[src/rtl/evc_pkg.sv]
package evc_pkg;
  typedef enum logic [1:0] {
    PH_SPEAK = 2'd0,
    PH_MOVE  = 2'd1,
    PH_HALT  = 2'd2
  } phase_t;
endpackage

[src/rtl/evc_permit_bank.sv]
// One permit flop per component: set on load, cleared on accepted finish.
module evc_permit_bank #(
  parameter int N       = 4,
  parameter bit RST_SET = 1'b1
) (
  input  logic         clk,
  input  logic         rst,
  input  logic         load,
  input  logic [N-1:0] accept,
  output logic [N-1:0] permit
);
  for (genvar i = 0; i < N; i++) begin : g_bit
    always_ff @(posedge clk) begin
      if (rst)            permit[i] <= RST_SET;
      else if (load)      permit[i] <= 1'b1;
      else if (accept[i]) permit[i] <= 1'b0;
    end
  end
endmodule

[src/rtl/evc_pending_bank.sv]
// Pending-input flags; a new event outranks a clear in the same cycle.
module evc_pending_bank #(
  parameter int N = 4
) (
  input  logic         clk,
  input  logic         rst,
  input  logic [N-1:0] set_in,
  input  logic [N-1:0] clr_in,
  output logic [N-1:0] flags
);
  for (genvar i = 0; i < N; i++) begin : g_flag
    always_ff @(posedge clk) begin
      if (rst)            flags[i] <= 1'b0;
      else if (set_in[i]) flags[i] <= 1'b1;
      else if (clr_in[i]) flags[i] <= 1'b0;
    end
  end
endmodule

[src/rtl/evc_popcount.sv]
module evc_popcount #(
  parameter int N = 4,
  parameter int W = $clog2(N + 1)
) (
  input  logic [N-1:0] vec,
  output logic [W-1:0] cnt
);
  always_comb begin
    cnt = '0;
    for (int i = 0; i < N; i++) cnt = cnt + W'(vec[i]);
  end
endmodule

[src/rtl/evc_step_coordinator.sv]
module evc_step_coordinator
  import evc_pkg::*;
#(
  parameter int N  = 4,
  parameter int SW = 16,
  localparam int CW = $clog2(N + 1)
) (
  input  logic          clk,
  input  logic          rst,
  input  logic [N-1:0]  comp_imm,
  input  logic [N-1:0]  in_event,
  input  logic [N-1:0]  spk_done,
  input  logic [N-1:0]  spk_pass,
  input  logic [N-1:0]  mov_done,
  input  logic [N-1:0]  mov_pass,
  output logic [N-1:0]  spk_permit,
  output logic [N-1:0]  mov_permit,
  output logic [N-1:0]  pend_flags,
  output logic [CW-1:0] imm_count,
  output logic          stall,
  output logic [SW-1:0] step_count
);
  phase_t phase;

  logic [N-1:0]  emit_acc, spk_acc, mov_acc;
  logic [CW-1:0] emit_cnt;
  logic          speak_closed, move_closed;
  logic          load_speak, load_move;

  // Imminence outranks the option to pass.
  assign emit_acc = spk_permit & comp_imm & spk_done;
  assign spk_acc  = emit_acc | (spk_permit & ~comp_imm & spk_pass);
  assign mov_acc  = mov_permit & (mov_done | mov_pass);

  assign speak_closed = (phase == PH_SPEAK) && (spk_permit == '0);
  assign move_closed  = (phase == PH_MOVE)  && (mov_permit == '0);

  assign load_move  = speak_closed && (imm_count != '0);
  assign load_speak = move_closed ||
                      (speak_closed && (imm_count == '0) && (pend_flags != '0));

  evc_popcount #(.N(N), .W(CW)) u_emit_cnt (
    .vec (emit_acc),
    .cnt (emit_cnt)
  );

  evc_permit_bank #(.N(N), .RST_SET(1'b1)) u_speak_bank (
    .clk    (clk),
    .rst    (rst),
    .load   (load_speak),
    .accept (spk_acc),
    .permit (spk_permit)
  );

  evc_permit_bank #(.N(N), .RST_SET(1'b0)) u_move_bank (
    .clk    (clk),
    .rst    (rst),
    .load   (load_move),
    .accept (mov_acc),
    .permit (mov_permit)
  );

  evc_pending_bank #(.N(N)) u_pending (
    .clk    (clk),
    .rst    (rst),
    .set_in (in_event),
    .clr_in (mov_acc),
    .flags  (pend_flags)
  );

  always_ff @(posedge clk) begin
    if (rst) begin
      phase      <= PH_SPEAK;
      imm_count  <= '0;
      stall      <= 1'b0;
      step_count <= '0;
    end else begin
      case (phase)
        PH_SPEAK: begin
          if (speak_closed) begin
            if (imm_count != '0) begin
              phase <= PH_MOVE;
            end else if (pend_flags == '0) begin
              phase <= PH_HALT;
              stall <= 1'b1;
            end
          end else begin
            imm_count <= imm_count + emit_cnt;
          end
        end
        PH_MOVE: begin
          if (move_closed) begin
            phase      <= PH_SPEAK;
            imm_count  <= '0;
            step_count <= step_count + 1'b1;
          end
        end
        default: begin
          phase <= PH_HALT;
          stall <= 1'b1;
        end
      endcase
    end
  end
endmodule

[config.mk]
export PLATFORM = sky130hd
export DESIGN_NAME = evc_step_coordinator
export DESIGN_NICKNAME = d
export VERILOG_FILES = /design/src/rtl/evc_pkg.sv /design/src/rtl/evc_permit_bank.sv /design/src/rtl/evc_pending_bank.sv /design/src/rtl/evc_popcount.sv /design/src/rtl/evc_step_coordinator.sv
export SDC_FILE = /design/constraint.sdc
export NUM_CORES = 1
export LEC_CHECK = 0
export ABC_AREA = 1
export BUFFER_PORTS_ARGS = -buffer_cell sky130_fd_sc_hd__buf_2
export CAP_MARGIN = 20
export CORE_MARGIN = 2
export CORE_UTILIZATION = 40
export DETAILED_ROUTE_END_ITERATION = 7
export GPL_ROUTABILITY_DRIVEN = 0
export PLACE_DENSITY = 0.65
export SYNTH_ARGS = -nofsm -noshare
export SYNTH_HDL_FRONTEND = slang
export SYNTH_HIERARCHICAL = 1
export SYNTH_SLANG_ARGS = --single-unit
[constraint.sdc]
create_clock -name clk -period 3.25 [get_ports clk]
set_input_delay 0.65 -clock clk [delete_from_list [all_inputs] [get_ports clk]]
set_output_delay 0.65 -clock clk [all_outputs]
set_load 0.01 [all_outputs]
# Word-level counts from Yosys, hierarchy flattened
# Index checks and enable logic that the tools add are counted.
[totals]
output_inout_bits = 32
regBits = 34
in_bits = 26
wordCells = 88
[op_classes]
add_sub_neg = 5
n_eq_ne = 7
muxes = 24
bitwise = 9
reduce_logical = 27
[op_table]
columns = ["operator", "count"]
rows = [
  ["4-bit AND", 5],
  ["2-bit nonzero test", 9],
  ["16-bit by 1-bit adder with 16-bit output (second input constant)", 1],
  ["1-bit 2-to-1 mux", 15],
  ["4-bit zero test", 3],
  ["2-bit 2-to-1 mux", 4],
  ["2-bit inequality test (second input constant)", 4],
  ["4-bit bitwise OR", 2],
  ["3-bit by 1-bit adder with 3-bit output", 2],
  ["3-bit 2-to-1 mux", 2],
  ["3-bit one-hot mux with 2 select lines", 1],
  ["3-bit AND reduction", 2],
  ["1-bit logical AND", 5],
  ["4-bit NOT", 1],
  ["2-bit one-hot mux with 2 select lines", 1],
  ["4-bit AND reduction", 1],
  ["4-bit nonzero test", 1],
  ["3-bit adder", 1],
  ["3-bit zero test", 1],
  ["3-bit by 1-bit inequality test with 1-bit output (second input constant)", 1],
  ["3-bit nonzero test", 1],
  ["1-bit by 1-bit adder with 2-bit output", 1],
  ["2-bit by 1-bit == test with 1-bit output (second input constant)", 1],
  ["2-bit zero test", 1],
  ["6 further kinds", 6],
]

# Depth between registers and ports, before layout
# Gate-level depths: netlist (run 1).
[depth]
word_depth = 8
ltp_mapped = 14
ltp_nobuf = 14

# Modules after synthesis
# The synthesis (run 1) kept the hierarchy.
[by_module_without_submodules]
columns = ["module", "cells_each", "instances", "area_per_inst_um2", "seq_area_each_um2"]
rows = [
  ["evc_step_coordinator", 209, 1, 1348.8, 440.4],
  ["evc_pending_bank", 20, 1, 145.1, 80.1],
  ["evc_permit_bank (u_move_bank)", 17, 1, 133.9, 80.1],
  ["evc_permit_bank (u_speak_bank)", 17, 1, 131.4, 80.1],
  ["evc_popcount", 8, 1, 63.8, 0.0],
]

# Worst setup path after synthesis (run 1)
# No wires, ideal clock.
[synth_timing]
path_type = "input-to-reg"
start = "input port spk_done[0]"
end = "register imm_count[2]"
path_buffers = 0
setup_ns = 0.116
arrival_ns = 2.661
cell_stages = 14
required_time_ns = 3.134
slack_ns = 0.474
cell_sequence = "nand3_1 > inv_1 > inv_1 > fa_1 > inv_1 > ha_1 > ha_1 > fa_1 > xor2_1 > nand2_1 > nand2_1 > nor2_1 > nor2_1 > nor2_1"
[synth_between]
elab_chain_len = 7
[synth_rtl]
columns = ["element", "line", "rtl"]
rows = [
  ["start, declared", "evc_step_coordinator.sv:12", "input logic [N-1:0] spk_done,"],
  ["4-bit AND", "evc_step_coordinator.sv:31", "assign emit_acc = spk_permit & comp_imm & spk_done;"],
  ["via emit_acc[0]", "evc_step_coordinator.sv:25", "logic [N-1:0] emit_acc, spk_acc, mov_acc;"],
  ["1-bit by 1-bit adder with 2-bit output", "evc_popcount.sv:10", "for (int i = 0; i < N; i++) cnt = cnt + W'(vec[i]);"],
  ["3-bit by 1-bit adder with 3-bit output (2 in a row)", "evc_popcount.sv:10", ""],
  ["via emit_cnt[1]", "evc_step_coordinator.sv:26", "logic [CW-1:0] emit_cnt;"],
  ["3-bit adder", "evc_step_coordinator.sv:88", "imm_count <= imm_count + emit_cnt;"],
  ["3-bit 2-to-1 mux", "evc_step_coordinator.sv:80", "if (speak_closed) begin"],
  ["3-bit one-hot mux with 2 select lines", "evc_step_coordinator.sv:78", "case (phase)"],
  ["end signal, assigned", "evc_step_coordinator.sv:88", ""],
  ["end, declared", "evc_step_coordinator.sv:19", "output logic [CW-1:0] imm_count,"],
]
# The timed path passes the listed nets, and every way through them passes these cells. The select of a mux whose other input is x is not followed.
# A chain may end at the register's enable or synchronous reset.

# Worst setup path after layout (run 1)
[layout_timing]
start = "input port comp_imm[0]"
end = "register imm_count[2]"
[layout_between]
elab_chain_len = 8
[layout_rtl]
columns = ["element", "line", "rtl"]
rows = [
  ["start, declared", "evc_step_coordinator.sv:10", "input logic [N-1:0] comp_imm,"],
  ["4-bit AND (2 in a row)", "evc_step_coordinator.sv:31", ""],
  ["via emit_acc[0]", "evc_step_coordinator.sv:25", ""],
  ["1-bit by 1-bit adder with 2-bit output", "evc_popcount.sv:10", ""],
  ["3-bit by 1-bit adder with 3-bit output (2 in a row)", "evc_popcount.sv:10", ""],
  ["via emit_cnt[1]", "evc_step_coordinator.sv:26", ""],
  ["3-bit adder", "evc_step_coordinator.sv:88", ""],
  ["3-bit 2-to-1 mux", "evc_step_coordinator.sv:80", ""],
  ["3-bit one-hot mux with 2 select lines", "evc_step_coordinator.sv:78", ""],
]
# The timed path passes the listed nets, and every way through them passes these cells. The select of a mux whose other input is x is not followed.

==> summary.txt, run 1 <==
Status
  • Status: completed

Routing
  • Drt drc: 0
  • Antenna Violating Nets Remaining: 0
  • Highest routed metal layer: met4
  • Avg WL per Cell: 10.4 um
  • Vias per cell: 4.66
  • Final WL: 4000 um
  • Met3 wire length: 239 um
  • DR pass1 iterations: 4
  • WL met1: 1940 um
  • Met2 routed WL: 1760 um
  • Via count: 1795
  • DR iter-0 viols: 67

Synthesis
  • Syn Inst Count: 271
  • Synth top area share: 0.373
  • Synth area leaders: dfxtp_1 (37%), nand2_1 (13%), inv_1 (10%)
  • Avg Synthesized Cell Area: 6.73 um^2
  • Syn Std Cell Area: 0.00182 mm^2
  • Sequential area share after synthesis: 0.373
  • Ys flop type: dfxtp_1
  • Ys async rst share: 0
  • Area leader, netlist: dfxtp_1
  • Post-synthesis cell type count: 26
  • Flop and latch count out of synthesis: 34
  • Net Count, Synth: 303
  • Yosys warns: 6
  • Post-synth EDFFs: 0

Layout
  • Most common cell after layout, fill and taps aside: nand2_1
  • Synth-to-Final Area Change: 23.3%
  • Most frequent cells in the layout: nand2_1 (63), buf_2 (57), inv_1 (50)
  • Fillers: 462
  • Post-layout instance area: 0.00225 mm^2
  • Nets: 364
  • Register area: 681 um^2
  • Ratio of cells with drive above 1 in the final layout: 0.243
  • Antenna diode count: 0
  • Multi-input logic area: 930 um^2

Place
  • Final HPWL DP: 3090 um
  • Placed standard-cell area: 0.00215 mm^2
  • Port Buf Inserts: 57

Global routing
  • Largest net degree at the start of global routing: 18
  • Number of global-route vias before repair: 1581
  • Total global routing overflow: 0
  • First-pass GRT wire length: 6750 um
  • Initial antenna violation count: 0
  • Tot GR Track Use: 0.166

STA
  • Final setup fails: 0
  • Fmax: 370 MHz
  • RSZ-0062 raised after global routing: no
  • Rel. slew slack: 0.721
  • Actual slew at the worst max-slew pin: 0.418 ns
  • Minimum clock period: 2.70 ns
  • Final Slew Violations: 0
  • Tcrit/Tclk final: 0.832
  • TNS Setup: 0 ns
  • Hold Vio Cnt, Final: 0
  • Clock Skew: 0.00639 ns

Clock network
  • Post-CTS sizing: 0
  • Post-CTS Hold Fix Bufs: 0
  • Root buffer cell: clkbuf_8
  • CTS tree: built
  • CTS sink count: 34
  • Clock transition at the registers of the reported paths: 0.07 ns
  • Postcts setup bufs: 0
  • CTS Buf Count: 5
  • Clock buffer depth: 2
  • CTS H-tree depth: 2
  • Worst-Skew Late Latency: 0.29 ns

Power
  • Static Leak: 1.16 nW
  • Power per cell area: 411 mW/mm^2
  • Peak VDD IR: 0.286 mV

Worst setup path
  • Crit path required time: 3.44 ns
  • Critical path capture point type: flip-flop
  • Worst setup SP type: input pin
  • Crit path kind: in2reg
  • Depth of the most critical reg-to-reg path: 14
  • CP Max Fanout: 2
  • Critical path arrival: 2.89 ns

Die
  • # IOs: 58
  • Core area: 0.00438 mm^2
  • Initial core utilization: 0.416
  • Die height: 71.5 um
  • Die area: 0.00511 mm^2
  • Rows: 24
  • Die width: 71.5 um

Worst hold path
  • Hold Crit Class: reg2reg
  • Cell depth of the worst hold path: 2

Run
  • Max Cap Viol: 0
==> flip-flops by register name (all words and copies together), names as in the netlist <==
name                 cells
imm_count                3
phase                    2
stall                    1
step_count              16
u_move_bank/permit       4
u_pending/flags          4
u_speak_bank/permit      4
==> cell usage after synthesis (2+ instances only) <==
| cell | n |
|---|---|
| a22oi_1 | 2 |
| buf_2 | 2 |
| o21a_1 | 4 |
| nand3_1 | 11 |
| nand2_1 | 63 |
| nand4_1 | 6 |
| xor2_1 | 2 |
| inv_1 | 50 |
| nand2_2 | 3 |
| nor2_1 | 46 |
| nor2_2 | 6 |
| nor3b_2 | 2 |
| ha_1 | 4 |
| o21bai_1 | 2 |
| o21ai_0 | 7 |
| fa_1 | 2 |
| nor3_1 | 2 |
| dfxtp_1 | 34 |
| nor2_4 | 3 |
| a21oi_1 | 14 |
==> worst max-delay path, cell delays in order <==
cell and delay [ns]:
buf_2 0.09, nand3_1 0.08, inv_1 0.07, inv_1 0.05, fa_1 0.53, inv_1 0.05
ha_1 0.18, ha_1 0.29, fa_1 0.42, xor2_1 0.19, nand2_1 0.07, nand2_1 0.06
nor2_1 0.04, nor2_1 0.08, nor2_1 0.05
==> where the power goes <==
group	switching [W]	leakage, nW	internal, W	total [W]
Sequential	0.0000197	0.277	0.000436	0.000456
Clock	0.000154	0.0472	0.000170	0.000324
Combinational	0.0000799	0.833	0.0000643	0.000144
==> layout make-up <==
class / count / share of cell area
multi-input cells: 183 / 0.414
clock buffers: 6 / 0.0367
repair buffers: 57 / 0.127
well taps: 52 / 0.0290
clock inverters: 2 / 0.00557
flip-flops and latches: 34 / 0.303
inverters: 51 / 0.0852
==> through the flow <==
| stage | cells | total power (W) | worst slack (ns) | hold WS, ns | util |
|---|---|---|---|---|---|
| after floorplan | 271 | 0.000553 | 0.474 | 0.488 | - |
| after global placement | 377 | 0.000607 | 0.315 | 0.448 | 0.491 |
| after detailed placement | 377 | 0.000611 | 0.243 | 0.457 | 0.491 |
| after CTS | 385 | 0.000939 | 0.546 | 0.479 | 0.513 |
| after global routing | 385 | 0.000978 | 0.330 | 0.506 | 0.513 |
| final | 385 | 0.000924 | 0.545 | 0.475 | 0.513 |
==> logic make-up (layout without fill, tap and decap cells) <==
family | count (synthesis) | after routing | synth area share
fa+ha+maj | 6 | 6 | 0.0494
compound gates | 31 | 31 | 0.0975
flops | 34 | 34 | 0.373
buf+inv | 54 | 116 | 0.117
xor+xnor | 2 | 2 | 0.00961
simple gates | 144 | 144 | 0.353
==> routing by layer <==
layer,up-vias,global-route usage
met5,-,0
met4,0,0.0629
met3,7,0.0478
met2,43,0.256
met1,784,0.222
li1,961,-
==> path summary, 6_finish.rpt <==
check	slack, ns	endpoint	startpoint
max	0.55	imm_count[2]	comp_imm[0]
min	0.48	stall	stall
max reg2reg	0.59	imm_count[2]	u_speak_bank/permit[0]
min reg2reg	0.48	stall	stall
(Power assumes the default switching activity.)
==> run 2, diff against run 1 <==
==> constraint.sdc (replaced) <==
create_clock -name clk -period 2.7 [get_ports clk]
set_input_delay 0.54 -clock clk [delete_from_list [all_inputs] [get_ports clk]]
set_output_delay 0.54 -clock clk [all_outputs]
set_load 0.01 [all_outputs]
==> run 2 against run 1 <==
  * Wire length fell by 0.90%
  * Die area is the same
  * Cell count increased by 0.26%
  * Register-to-register slack lost 0.40 ns
  * Flip-flop and latch count unchanged
  * Non-clock buffer count grew 1
  * Clock skew increased by 0.0025 ns
  * Critical path depth stayed put
  * Utilization is 0.51 points higher
  * Combinational power rose by 26%
==> summary.txt, run 2 (synthesis results as in run 1) <==
Clock network
  • Postcts setup bufs: 0 (unchanged)
  • Post-CTS sizing: 0 (unchanged)
  • Worst-Skew Late Latency: 0.28 ns (about the same)
  • CTS Buf Count: 5 (unchanged)
  • Root buffer cell: clkbuf_8
  • CTS H-tree depth: 2 (unchanged)
  • CTS sink count: 34 (unchanged)
  • CTS tree: built
  • Clock buffer depth: 2 (unchanged)
  • Post-CTS Hold Fix Bufs: 0 (unchanged)
  • Clock transition at the registers of the reported paths: 0.07 ns (about the same)

Worst setup path
  • Critical path cell sequence: buf_2 -> nand3_1 -> inv_1 -> inv_1 -> fa_1 -> inv_1 -> ha_1 -> ha_2 -> fa_2 -> xor2_2 -> nand2_1 -> nand2_1 -> nor2_1 -> nor2_1 -> nor2_1
  • Critical Path Max Stage Delay: 0.53 ns (about the same)
  • Crit path kind: in2reg
  • CP Max Fanout: 2 (unchanged)
  • Crit path required time: 2.92 ns (-0.52 ns)
  • Worst setup SP type: input pin
  • Critical path capture point type: flip-flop
  • Critical-path top delay cell: fa_1
  • Critical path arrival: 2.74 ns (-0.15 ns)

STA
  • Fmax: 397 MHz
  • Rel. slew slack: 0.711 (-0.0104)
  • RSZ-0062 raised after global routing: no
  • Actual slew at the worst max-slew pin: 0.433 ns (+0.0156 ns)
  • Hold Vio Cnt, Final: 0 (unchanged)
  • Final setup fails: 0 (unchanged)
  • TNS Setup: 0 ns (unchanged)
  • Clock Skew: 0.00891 ns (+0.00252 ns)
  • Minimum clock period: 2.52 ns
  • Tcrit/Tclk final: 0.934
  • Final Slew Violations: 0 (unchanged)
  • Final hold slack: 0.464 ns (-0.0111 ns)

Routing
  • Drt drc: 0 (unchanged)
  • Antenna Violating Nets Remaining: 0 (unchanged)
  • Via count: 1805 (+0.56%)
  • Avg WL per Cell: 10.3 um (-1.2%)
  • Final WL: 3970 um (-0.90%)
  • DR pass1 iterations: 4 (unchanged)
  • DR iter-0 viols: 53 (-21%)
  • Vias per cell: 4.68 (+0.30%)

Layout
  • Ratio of cells with drive above 1 in the final layout: 0.260 (+0.0172)
  • Most common cell after layout, fill and taps aside: nand2_1
  • Synth-to-Final Area Change: 24.5%
  • Nets: 365 (+0.27%)
  • Antenna diode count: 0 (unchanged)
  • Most frequent cells in the layout: nand2_1 (63), buf_2 (57), inv_1 (50)
  • Largest register FFs: 16 (unchanged)
  • Biggest register: step_count

Die
  • Initial core utilization: 0.416 (unchanged)
  • Die height: 71.5 um (unchanged)
  • # IOs: 58 (unchanged)
  • Die area: 0.00511 mm^2 (unchanged)
  • Rows: 24 (unchanged)
  • Core area: 0.00438 mm^2 (unchanged)
  • Die width: 71.5 um (unchanged)

Power
  • Peak VDD IR: 0.279 mV (-2.6%)
  • Static Leak: 1.16 nW (about the same)
  • Power per cell area: 493 mW/mm^2 (+20%)
  • Final Power: 0.00112 W (+21%)

Status
  • Status: completed

Run
  • Max Cap Viol: 0 (unchanged)

Global routing
  • Initial antenna violation count: 0 (unchanged)
  • Number of global-route vias before repair: 1618 (+2.3%)
  • Total global routing overflow: 0 (unchanged)
  • Tot GR Track Use: 0.162 (-0.00471)
  • Largest net degree at the start of global routing: 18 (unchanged)
  • First-pass GRT wire length: 6730 um (-0.31%)

Place
  • Final HPWL DP: 3080 um (-0.54%)
  • Port Buf Inserts: 57 (unchanged)

Worst hold path
  • Hold Crit Class: reg2reg
run 2: final cells by class:
type / instances / area [um^2]
clock buffers: 6 / 82.6
clock inverters: 2 / 12.5
fillers: 452 / 2110
inverters: 51 / 191
multi-input cells: 183 / 942
flip-flops and latches: 34 / 683
well taps: 52 / 65.1
repair buffers: 58 / 293
run 2: metal layers:
metal	vias up	track usage	wire length, um
li1	962	-	-
met2	37	0.260	1770
met1	800	0.215	1950
met5	-	0	0
met4	0	0.0608	48
met3	6	0.0323	192
run 2: worst paths after layout:
kind	slack, ns	end	cells past startpoint	start
max	0.18	imm_count[2]	15	comp_imm[0]
min	0.46	stall	2	stall
min reg2reg	0.46	stall	2	stall
max reg2reg	0.19	imm_count[2]	14	u_speak_bank/permit[0]
run 2: report_power, final:
part | switching (W) | internal [W] | leakage [nW]
clock network | 0.000185 | 0.000205 | 0.0472
registers | 0.0000236 | 0.000526 | 0.276
logic | 0.0000987 | 0.0000823 | 0.834
run 2: critical path: cells and delay by family:
family,cells,cell delay [ns]
buffers and inverters,4,0.25
adders and majority gates,4,1.36
xor gates and xnor gates,1,0.16
and+or+nand+nor,6,0.40
run 2: stage by stage:
step                instance area (um^2)  setup WS (ns)  utilization  instances
floorplan                           1820         0.0337            -        271
global placement                    2160         -0.123        0.493        378
detailed placement                  2160         -0.208        0.493        378
CTS                                 2250         0.0748        0.514        386
global route                        2270        0.00252        0.518        386
finish                              2270          0.178        0.518        386
